## src/rtl/sp_pkg.sv

```systemverilog
`timescale 1ns/1ps
package sp_pkg;
  // Level after one cycle with an optional push and pop.
  function automatic logic [15:0] next_level(input logic [15:0] lvl, input logic inc, input logic dec);
    return lvl + {15'd0, inc} - {15'd0, dec};
  endfunction

  // Status word: outbound level high half, inbound level low half.
  function automatic logic [31:0] pack_status(input logic [15:0] out_lvl, input logic [15:0] in_lvl);
    return {out_lvl, in_lvl};
  endfunction
endpackage

```

## src/rtl/sp_fifo.sv

```systemverilog
`timescale 1ns/1ps
module sp_fifo #(
  parameter int DW    = 32,
  parameter int DEPTH = 4
) (
  input  logic                         clk,
  input  logic                         rst,
  input  logic                         push,
  input  logic [DW-1:0]                wdata,
  input  logic                         pop,
  output logic [DW-1:0]                rdata,
  output logic [$clog2(DEPTH+1)-1:0]   level,
  output logic                         full,
  output logic                         empty
);
  import sp_pkg::*;
  localparam int PTR_W = (DEPTH > 1) ? $clog2(DEPTH) : 1;
  localparam int CNT_W = $clog2(DEPTH + 1);

  logic [DW-1:0]    store [DEPTH];
  logic [PTR_W-1:0] wp, rp;
  logic [CNT_W-1:0] lvl_q;
  logic             push_ok, pop_ok;

  function automatic logic [PTR_W-1:0] bump(input logic [PTR_W-1:0] p);
    return (p == PTR_W'(DEPTH - 1)) ? '0 : p + 1'b1;
  endfunction

  assign full    = (lvl_q == CNT_W'(DEPTH));
  assign empty   = (lvl_q == '0);
  assign push_ok = push && !full;
  assign pop_ok  = pop && !empty;
  assign rdata   = store[rp];
  assign level   = lvl_q;

  always_ff @(posedge clk) begin
    if (push_ok) store[wp] <= wdata;
  end

  always_ff @(posedge clk) begin
    if (rst) begin
      wp    <= '0;
      rp    <= '0;
      lvl_q <= '0;
    end else begin
      if (push_ok) wp <= bump(wp);
      if (pop_ok)  rp <= bump(rp);
      lvl_q <= CNT_W'(next_level(16'(lvl_q), push_ok, pop_ok));
    end
  end
endmodule

```

## src/rtl/sp_wb_front.sv

```systemverilog
`timescale 1ns/1ps
module sp_wb_front #(
  parameter int PORT_BITS = 2,
  parameter int NP        = 4
) (
  input  logic                 clk,
  input  logic                 rst,
  input  logic                 cyc,
  input  logic                 stb,
  input  logic                 we,
  input  logic                 sel_stat,
  input  logic [PORT_BITS-1:0] port,
  input  logic [NP-1:0]        tx_full,
  input  logic [NP-1:0]        rx_empty,
  output logic                 accept,
  output logic [NP-1:0]        acc_push,
  output logic [NP-1:0]        acc_pop,
  output logic                 ack
);
  logic can_go;
  logic [NP-1:0] port_sel;

  assign port_sel = NP'(1) << port;
  assign can_go   = sel_stat || (we ? !tx_full[port] : !rx_empty[port]);
  assign accept   = cyc && stb && !ack && can_go;
  assign acc_push = (accept && we && !sel_stat)  ? port_sel : '0;
  assign acc_pop  = (accept && !we && !sel_stat) ? port_sel : '0;

  always_ff @(posedge clk) begin
    if (rst) ack <= 1'b0;
    else     ack <= accept;
  end
endmodule

```

## src/rtl/stream_port_array.sv

```systemverilog
`timescale 1ns/1ps
module stream_port_array #(
  parameter int PORT_BITS = 2,
  parameter int DW        = 32,
  parameter int DEPTH     = 4
) (
  input  logic                          clk,
  input  logic                          rst,
  input  logic                          wb_cyc_i,
  input  logic                          wb_stb_i,
  input  logic                          wb_we_i,
  input  logic [PORT_BITS:0]            wb_adr_i,
  input  logic [DW-1:0]                 wb_dat_i,
  output logic [DW-1:0]                 wb_dat_o,
  output logic                          wb_ack_o,
  output logic [(1<<PORT_BITS)-1:0]     tx_valid,
  input  logic [(1<<PORT_BITS)-1:0]     tx_ready,
  output logic [(1<<PORT_BITS)*DW-1:0]  tx_data,
  input  logic [(1<<PORT_BITS)-1:0]     rx_valid,
  output logic [(1<<PORT_BITS)-1:0]     rx_ready,
  input  logic [(1<<PORT_BITS)*DW-1:0]  rx_data
);
  import sp_pkg::*;
  localparam int NP    = 1 << PORT_BITS;
  localparam int CNT_W = $clog2(DEPTH + 1);

  logic                 sel_stat;
  logic [PORT_BITS-1:0] port;
  logic                 accept;
  logic [NP-1:0]        acc_push, acc_pop;
  logic [NP-1:0]        tx_full_v, tx_empty_v, rx_full_v, rx_empty_v;
  logic [CNT_W-1:0]     tx_lvl [NP];
  logic [CNT_W-1:0]     rx_lvl [NP];
  logic [DW-1:0]        rx_head [NP];

  assign sel_stat = wb_adr_i[PORT_BITS];
  assign port     = wb_adr_i[PORT_BITS-1:0];

  sp_wb_front #(.PORT_BITS(PORT_BITS), .NP(NP)) u_front (
    .clk(clk), .rst(rst), .cyc(wb_cyc_i), .stb(wb_stb_i), .we(wb_we_i),
    .sel_stat(sel_stat), .port(port), .tx_full(tx_full_v), .rx_empty(rx_empty_v),
    .accept(accept), .acc_push(acc_push), .acc_pop(acc_pop), .ack(wb_ack_o)
  );

  for (genvar i = 0; i < NP; i++) begin : g_port
    sp_fifo #(.DW(DW), .DEPTH(DEPTH)) u_tx (
      .clk(clk), .rst(rst), .push(acc_push[i]), .wdata(wb_dat_i),
      .pop(tx_valid[i] && tx_ready[i]), .rdata(tx_data[i*DW +: DW]),
      .level(tx_lvl[i]), .full(tx_full_v[i]), .empty(tx_empty_v[i])
    );
    sp_fifo #(.DW(DW), .DEPTH(DEPTH)) u_rx (
      .clk(clk), .rst(rst), .push(rx_valid[i]), .wdata(rx_data[i*DW +: DW]),
      .pop(acc_pop[i]), .rdata(rx_head[i]),
      .level(rx_lvl[i]), .full(rx_full_v[i]), .empty(rx_empty_v[i])
    );
    assign tx_valid[i] = !tx_empty_v[i];
    assign rx_ready[i] = !rx_full_v[i];
  end

  always_ff @(posedge clk) begin
    if (rst) begin
      wb_dat_o <= '0;
    end else if (accept && !wb_we_i) begin
      if (sel_stat) wb_dat_o <= DW'(pack_status(16'(tx_lvl[port]), 16'(rx_lvl[port])));
      else          wb_dat_o <= rx_head[port];
    end
  end
endmodule

```

## config.mk

```make
export PLATFORM = sky130hd
export DESIGN_NAME = stream_port_array
export DESIGN_NICKNAME = d
export VERILOG_FILES = /design/src/rtl/sp_pkg.sv /design/src/rtl/sp_fifo.sv /design/src/rtl/sp_wb_front.sv /design/src/rtl/stream_port_array.sv
export SDC_FILE = /design/constraint.sdc
export NUM_CORES = 1
export LEC_CHECK = 0
export BUFFER_PORTS_ARGS = -buffer_cell sky130_fd_sc_hd__buf_2
export CAP_MARGIN = 20
export CORE_MARGIN = 2
export CORE_UTILIZATION = 55
export DETAILED_ROUTE_END_ITERATION = 10
export PLACE_DENSITY = 0.74
export SLEW_MARGIN = 25
export SYNTH_ARGS = -nofsm -noshare
export SYNTH_HDL_FRONTEND = slang
export SYNTH_SLANG_ARGS = --single-unit
```

## constraint.sdc

```tcl
create_clock -name clk -period 4.4 [get_ports clk]
set_input_delay 0.44 -clock clk [delete_from_list [all_inputs] [get_ports clk]]
set_output_delay 0.44 -clock clk [all_outputs]
set_load 0.05 [all_outputs]
```

==> impl_results.md, run 1 <==
* Number of gates resized after cts at 0
* Longest Clk Path Bufs at 3
* Die area at 79900 um2
* Total Routing Usage GR at 25.3%
* Multi-input combinational cell area at 9200 um2
* Fin util at 65.3%
* Core area at 77200 um2
* # hold bufs at CTS at 127
* Async SR Flop Fraction at 0%
* Lkg Pwr at 0.0169 uW
* Post-route cell area at 50400 um2
* Max FO, Critical Path at 22
* Area leader, netlist: edfxtp_1
* Crit. End Element: output port
* R2R Setup Slk at 1740 ps
* Final hold violations at 0
* Grt total ovfl at 0
* Clk sinks at 1129
* EDFF count, synth at 1024
* Yosys warns at 0
* Final period util at 74.8%
* Synthesized net count at 2220
* Mapped Area at 42700 um2
* Synth area leaders: edfxtp_1 72%, mux4_2 13%, dfxtp_1 4.9%
* Total Wirelength at 100000 um
* Status: complete, no violations
* Main flop type after synthesis: edfxtp_1
* Startpoint type of the worst setup path: flip-flop
* TNS Setup at 0 ps
* Iteration-0 DRC Markers at 2275
* Clock Latency Late Sink at 690 ps
* Hold_ws at 28.4 ps
* Post-Layout Cell Count at 3653
* RSZ-0062 raised after global routing: no
* Largest net degree at the start of global routing at 34
* Share of cells above drive strength 1 at 32.4%
* Area Overhead vs Synth at 18.1%
* HPWL Detailed at 61100 um
* Post-CTS Setup Inserts at 0
* Hold EP: g_port[2].u_rx.store[3][18]
* Via count at 21908
* Final setup fails at 0
* Tmin final at 3290 ps
* Starting Density at 55.3%
* Cell Area, Placed at 45700 um2
* Cells after Synth at 1980
* Initial antenna violation count at 24
* Worst Max-Slew Pin Slew at 1070 ps
* Rel. slew slack at 28.2%
* CTS tree: yes
* Buffers added on ports at 344
* FF-to-FF path depth at 5
* First-pass GRT wire length at 146000 um
* Root Buffer: clkbuf_16
* Die Wd at 283 um
* WL per Instance at 27.4 um
* Gp weighted congestion at 0.826
* Hold Path Stages at 1
* Max-cap check violation count at 0
* Seq/Total Area, Yosys at 77.0%
* Power Density at 525 nW/um2
* Skew final at 51.5 ps
* Fillers at 4893
* Die H at 283 um
* Synth cell types at 49
* Final Max Slew Viols at 0
* H-tree depth at 3
* Synth top area share at 72.0%
* Ports at 345
* Vias in the first global route at 22617
* Avg Cell Area, Syn at 21.6 um2
* # rows at 102
* FF/Latch Area at 32900 um2
* Number of remaining DRC errors at 0
* Inserted Clock Buffers at 106
* R2r endpoint: wb_dat_o[18]
* Yosys reg bits at 1129
* WS Path Type: reg2out
* Worst Hold Class: in2reg
* Routed vias/inst at 6.00
* Net count, final at 2751
* Maximum vdd drop at 0.367 mV
* Worst-path clk slew at 70 ps
* Crit path required time at 3960 ps
* Crit path arrival time at 2850 ps
* Min-delay src: rx_data[82]
* Max Freq at 0.304 GHz
* ANT nets after route at 0
* Drt first pass iters at 7
* Placed insts at 3316
==> registers in the layout, indices dropped and copies added (netlist names), named ones only <==
signal,cells
g_port.u_rx.level,12
g_port.u_rx.rp,8
g_port.u_rx.store,512
g_port.u_rx.wp,8
g_port.u_tx.level,12
g_port.u_tx.rp,8
g_port.u_tx.store,512
g_port.u_tx.wp,8
u_front.ack,1
wb_dat_o,32
==> synth_stat cells (all sizes together), types with 5 or more instances <==
cell and n:
edfxtp 1024, mux4 254, dfxtp 105, nand2 63, a22oi 58, ha 56, inv 55, clkbuf 50
buf 47, nor2 40, a22o 26, mux2i 20, a21oi 18, and2 17, and3 17, nor2b 15
or3 13, xnor2 13, mux2 12, fa 8, nand2b 8, a32o 7, a31oi 6, nand3 6
nand4 6, nor4 5
==> per-stage QoR <==
stage	setup slack [ps]	power (uW)
final	1110	26500
after global routing	941	27300
after CTS	979	26600
after detailed placement	1350	17600
after global placement	1370	17500
after floorplan	1710	16200
==> worst max-delay path by stage <==
stage                 from                    endpoint  slack (ps)  cells past startpoint
3_5_place_dp   wb_adr_i[1]     g_port[3].u_rx.level[2]        1350                     11
4_1_cts          flip-flop                  tx_data[2]         980                      3
5_1_grt          flip-flop                tx_data[121]         940                      3
6_report         flip-flop                tx_data[119]        1110                      3
3_3_place_gp   wb_adr_i[1]     g_port[3].u_rx.level[2]        1370                     11
2_1_floorplan  u_front.ack  g_port[0].u_tx.store[3][0]        1710                      3
==> layout by cell type, fill, tap and decap left out, types with 9 or more instances in the layout <==
master / netlist / final
a21oi_1: 17 / 17
a22o_1: 26 / 26
a22oi_1: 58 / 58
and2_1: 17 / 9
and3_1: 17 / 17
buf_2: 31 / 344
buf_4: 2 / 49
clkbuf_1: 50 / 22
clkbuf_16: 0 / 108
clkinv_1: 0 / 27
clkinv_2: 0 / 15
dfxtp_1: 105 / 95
diode_2: 0 / 14
dlygate4sd3_1: 0 / 127
edfxtp_1: 1024 / 1024
ha_1: 56 / 56
inv_1: 55 / 55
mux2_2: 12 / 12
mux2i_1: 20 / 20
mux4_2: 254 / 254
nand2_1: 63 / 63
nor2_1: 40 / 39
nor2b_1: 15 / 13
or3_1: 13 / 13
xnor2_1: 13 / 13
==> cells by family after synthesis <==
kind of cell	count (synthesis)	synth area share, %
compound gates	125	2.34
xor+xnor	16	0.328
fa+ha+maj	64	2.02
buf+inv	152	1.55
flops	1129	77.0
mux	286	14.2
simple gates	208	2.63
==> cell type report <==
cell class / instances / area share [%]
clock inverters: 62 / 1.20
clock buffers: 134 / 5.63
well taps: 1040 / 2.58
multi-input cells: 699 / 18.3
flip-flops and latches: 1129 / 65.2
repair buffers: 520 / 6.67
inverters: 55 / 0.409
diodes: 14 / 0.0695
==> metal layers <==
layer  vias up  share of wire, %  GRT usage, %
met5         -              0.14             0
met4        24               3.5          9.58
met3       195               7.9          4.75
met2      1039                52          43.3
met1     11458                37          32.3
li1       9192                 -             -
==> worst max-delay path: stages, from the launching register on <==
cell and delay [ps]:
dfxtp_2 890, buf_4 400, mux4_2 610, buf_2 240
==> report_power, final <==
group / leakage [uW] / internal [uW] / switching (uW)
sequential: 0.0102 / 12400 / 428
clock: 0.00167 / 5070 / 3910
combinational: 0.00510 / 1600 / 3080
total: 0.0169 / 19000 / 7420
No activity file was read; power rests on OpenSTA's default activity.
==> inputs of run 2 (changes only) <==
Settings changed: ABC_AREA set to 1, CORE_UTILIZATION 55 to 54, PLACE_DENSITY 0.74 to 0.76.
Clock period 4.4 ns to 2.7 ns, I/O delays scaled along.
==> run 2 against run 1 <==
Against the previous run:
- core utilization up 0.30 points
- worst setup slack worse by 1100 ps
- critical path depth up 1
- global-route usage up 1.4 points
- via count up 36%
- highest routed layer unchanged
- power up 76%
- clock skew up 31 ps
- synthesized cell count up 76%
- die area up 4.7%
- largest cell class unchanged
- worst hold slack better by 0.74 ps
==> impl_results.md, run 2 <==
* Main flop type after synthesis: edfxtp_1
* Die H at 289 um
* Placed insts at 4808
* P_sw at 15200 uW
* Synth top area share at 70.0%
* Commonest non-fill, non-tap cell in the layout: edfxtp_1
* Clk sinks at 1129
* Max Freq at 0.376 GHz
* Slowest CP cell: o22ai_1
* Crit path required time at 2430 ps
* Tmin final at 2660 ps
* FF-to-FF Start: g_port[3].u_tx.level[1]
* Clock Latency Late Sink at 720 ps
* Post-Layout Cell Count at 5176
* Buffers added on ports at 344
* Synth cell types at 34
* Cells after Synth at 3485
* Total Wirelength at 114000 um
* Clock Power Share at 32.5%
* Drt first pass iters at 6
* Async SR Flop Fraction at 0%
* RSZ-0062 raised after global routing: no
* Crit-path max cell delay at 410 ps
* Yosys reg bits at 1129
* Lkg Pwr at 0.0192 uW
* WL per Instance at 22.0 um
* Synth area leaders: edfxtp_1 70%, nand2_1 5.1%, dfxtp_1 4.8%
* Total Routing Usage GR at 26.7%
* Commonest non-fill, non-tap cells in the layout: 1024 x edfxtp_1, 600 x nand2_1, 409 x nand3_1, 355 x nor2_1, 344 x buf_2
* Most common cell in the netlist: edfxtp_1
* Seq/Total Area, Yosys at 74.8%
* Top post-synthesis cells by count: 1024 x edfxtp_1, 600 x nand2_1, 409 x nand3_1
* Synthesized net count at 3725
* Crit. End Element: output port
* Max FO, Critical Path at 64
* Hold_ws at 29.1 ps
* Mapped Area at 43900 um2
* CP top delay family: buffers and inverters
* Avg Cell Area, Syn at 12.6 um2
* EDFF count, synth at 1024
* R2r endpoint: g_port[1].u_rx.level[2]
* Final Max Slew Viols at 0
* Maximum vdd drop at 0.674 mV
* Longest Clk Path Bufs at 3
* Core area at 80500 um2
* Worst path cell trace: buf_6 -> o21ai_0 -> o22ai_1 -> buf_2
* Gp weighted congestion at 0.848
* Yosys warns at 0
* Post-route cell area at 52800 um2
* WP depth at 4
* ANT nets after route at 0
* Most crowded layer after global routing: met2
* Worst path bufs/invs at 2
* Root Buffer: clkbuf_16
* # rows at 104
* P_int at 31300 uW
* Cell Area, Placed at 47600 um2
* Registers with the most flip-flops: g_port.u_rx.store: 512 flops, g_port.u_tx.store: 512 flops, wb_dat_o: 32 flops
* Inserted Clock Buffers at 109
* Status: complete, no violations
* CP Capture Point: tx_data[72]
* Die area at 83600 um2
* TNS Setup at 0 ps
* Post-CTS Setup Inserts at 0
* Initial antenna violation count at 20
* Iteration-0 DRC Markers at 3360
* Met1 usage at 35.7%
* Ports at 345
* Starting Density at 54.5%
* First-pass GRT wire length at 167000 um
* CTS tree: yes
* Skew final at 82.4 ps
* Routed vias/inst at 5.76
* Startpoint type of the worst setup path: flip-flop
* Worst Hold Class: in2reg
* Met2 Track Usage GR at 42.4%
* HPWL Detailed at 70700 um
* Vias in the first global route at 28454
* Die Wd at 289 um
* Area leader, netlist: edfxtp_1
* Via count at 29836
* Share of cells above drive strength 1 at 16.7%
* Largest net degree at the start of global routing at 65
* WS Path Type: reg2out
* Grt total ovfl at 0
* Rel. slew slack at 51.6%
* Final hold violations at 0
* Final period util at 98.4%
* Max-cap check violation count at 0
* Worst-path clk slew at 60 ps
* Power Density at 880 nW/um2
* Area Overhead vs Synth at 20.3%
* Sequential share of power at 44.0%
* Total chip power at 46500 uW
* Combinational Power Share at 23.5%
* R2R Setup Slk at 210 ps
* Met3 usage at 5.62%
* H-tree depth at 3
* FF-to-FF path depth at 12
* Crit path arrival time at 2390 ps
* Final setup fails at 0
* Number of remaining DRC errors at 0
* Worst Max-Slew Pin Slew at 725 ps
* Sw Ratio at 32.7%
* Net count, final at 4253
==> run 2: per-layer routing <==
metal	up-vias	share of wire, %
li1	13536	-
met1	14436	39
met2	1545	47
met3	303	9.5
met4	16	4.3
met5	-	0.088
==> run 2: power by group through the flow <==
stage / Sequential (uW) / Clock, uW / Combinational, uW
global route: 20500 / 16000 / 11600
detailed placement: 20800 / 0 / 10600
finish: 20400 / 15100 / 10900
CTS: 20400 / 15200 / 10900
floorplan: 20700 / 0 / 7170
global placement: 20800 / 0 / 10400
==> run 2: what timing repair did <==
| item | 4_1_cts | 5_1_grt |
|---|---|---|
| hold endpoints to repair | 711 | 0 |
| pin swaps | 0 | 1 |
| setup endpoints to repair | 64 | 8 |
| hold buffers | 154 | 0 |
| resized for setup | 11 | 5 |
==> run 2: final cells by class <==
| cell class | count | area (um2) |
|---|---|---|
| antenna | 11 | 27.5 |
| tap | 1060 | 1330 |
| inverter | 152 | 578 |
| clock buffer | 149 | 2980 |
| clock inverter | 54 | 638 |
| sequential | 1129 | 32900 |
| fill | 5442 | 27700 |
| timing repair buffer | 607 | 4440 |
| multi-input combinational | 2014 | 9980 |
==> run 2: cell families (layout without fill, tap and decap cells) <==
| kind of cell | count (synthesis) | count (layout) | share of synthesized area, % |
|---|---|---|---|
| xor gates and xnor gates | 4 | 4 | 0.0798 |
| DFF | 1129 | 1129 | 74.8 |
| buffers and inverters | 342 | 962 | 3.04 |
| other | 0 | 11 | 0 |
| AOI/OAI and AO/OA | 497 | 497 | 6.17 |
| adders and majority gates | 64 | 64 | 1.96 |
| and+or+nand+nor | 1449 | 1449 | 13.9 |
==> run 2: worst min path at each step <==
stage | from | end | slack [ps] | depth (start not counted)
floorplan | rx_data[0] | g_port[0].u_rx.store[0][0] | 370 | 0
global placement | wb_dat_o[12] | wb_dat_o[12] | 450 | 2
detailed placement | wb_dat_o[12] | wb_dat_o[12] | 460 | 2
CTS | wb_dat_i[7] | g_port[0].u_tx.store[0][7] | 3 | 1
global route | wb_dat_i[10] | g_port[3].u_tx.store[3][10] | 20 | 1
finish | wb_dat_i[10] | g_port[3].u_tx.store[3][10] | 30 | 1
==> run 2: metrics by stage <==
step | setup WS [ps] | utilization (%)
2_1_floorplan | -345 | -
3_3_place_gp | 202 | 59.1
3_5_place_dp | 135 | 59.1
4_1_cts | 24.8 | 65.6
5_1_grt | 4.11 | 65.6
6_report | 42.9 | 65.6
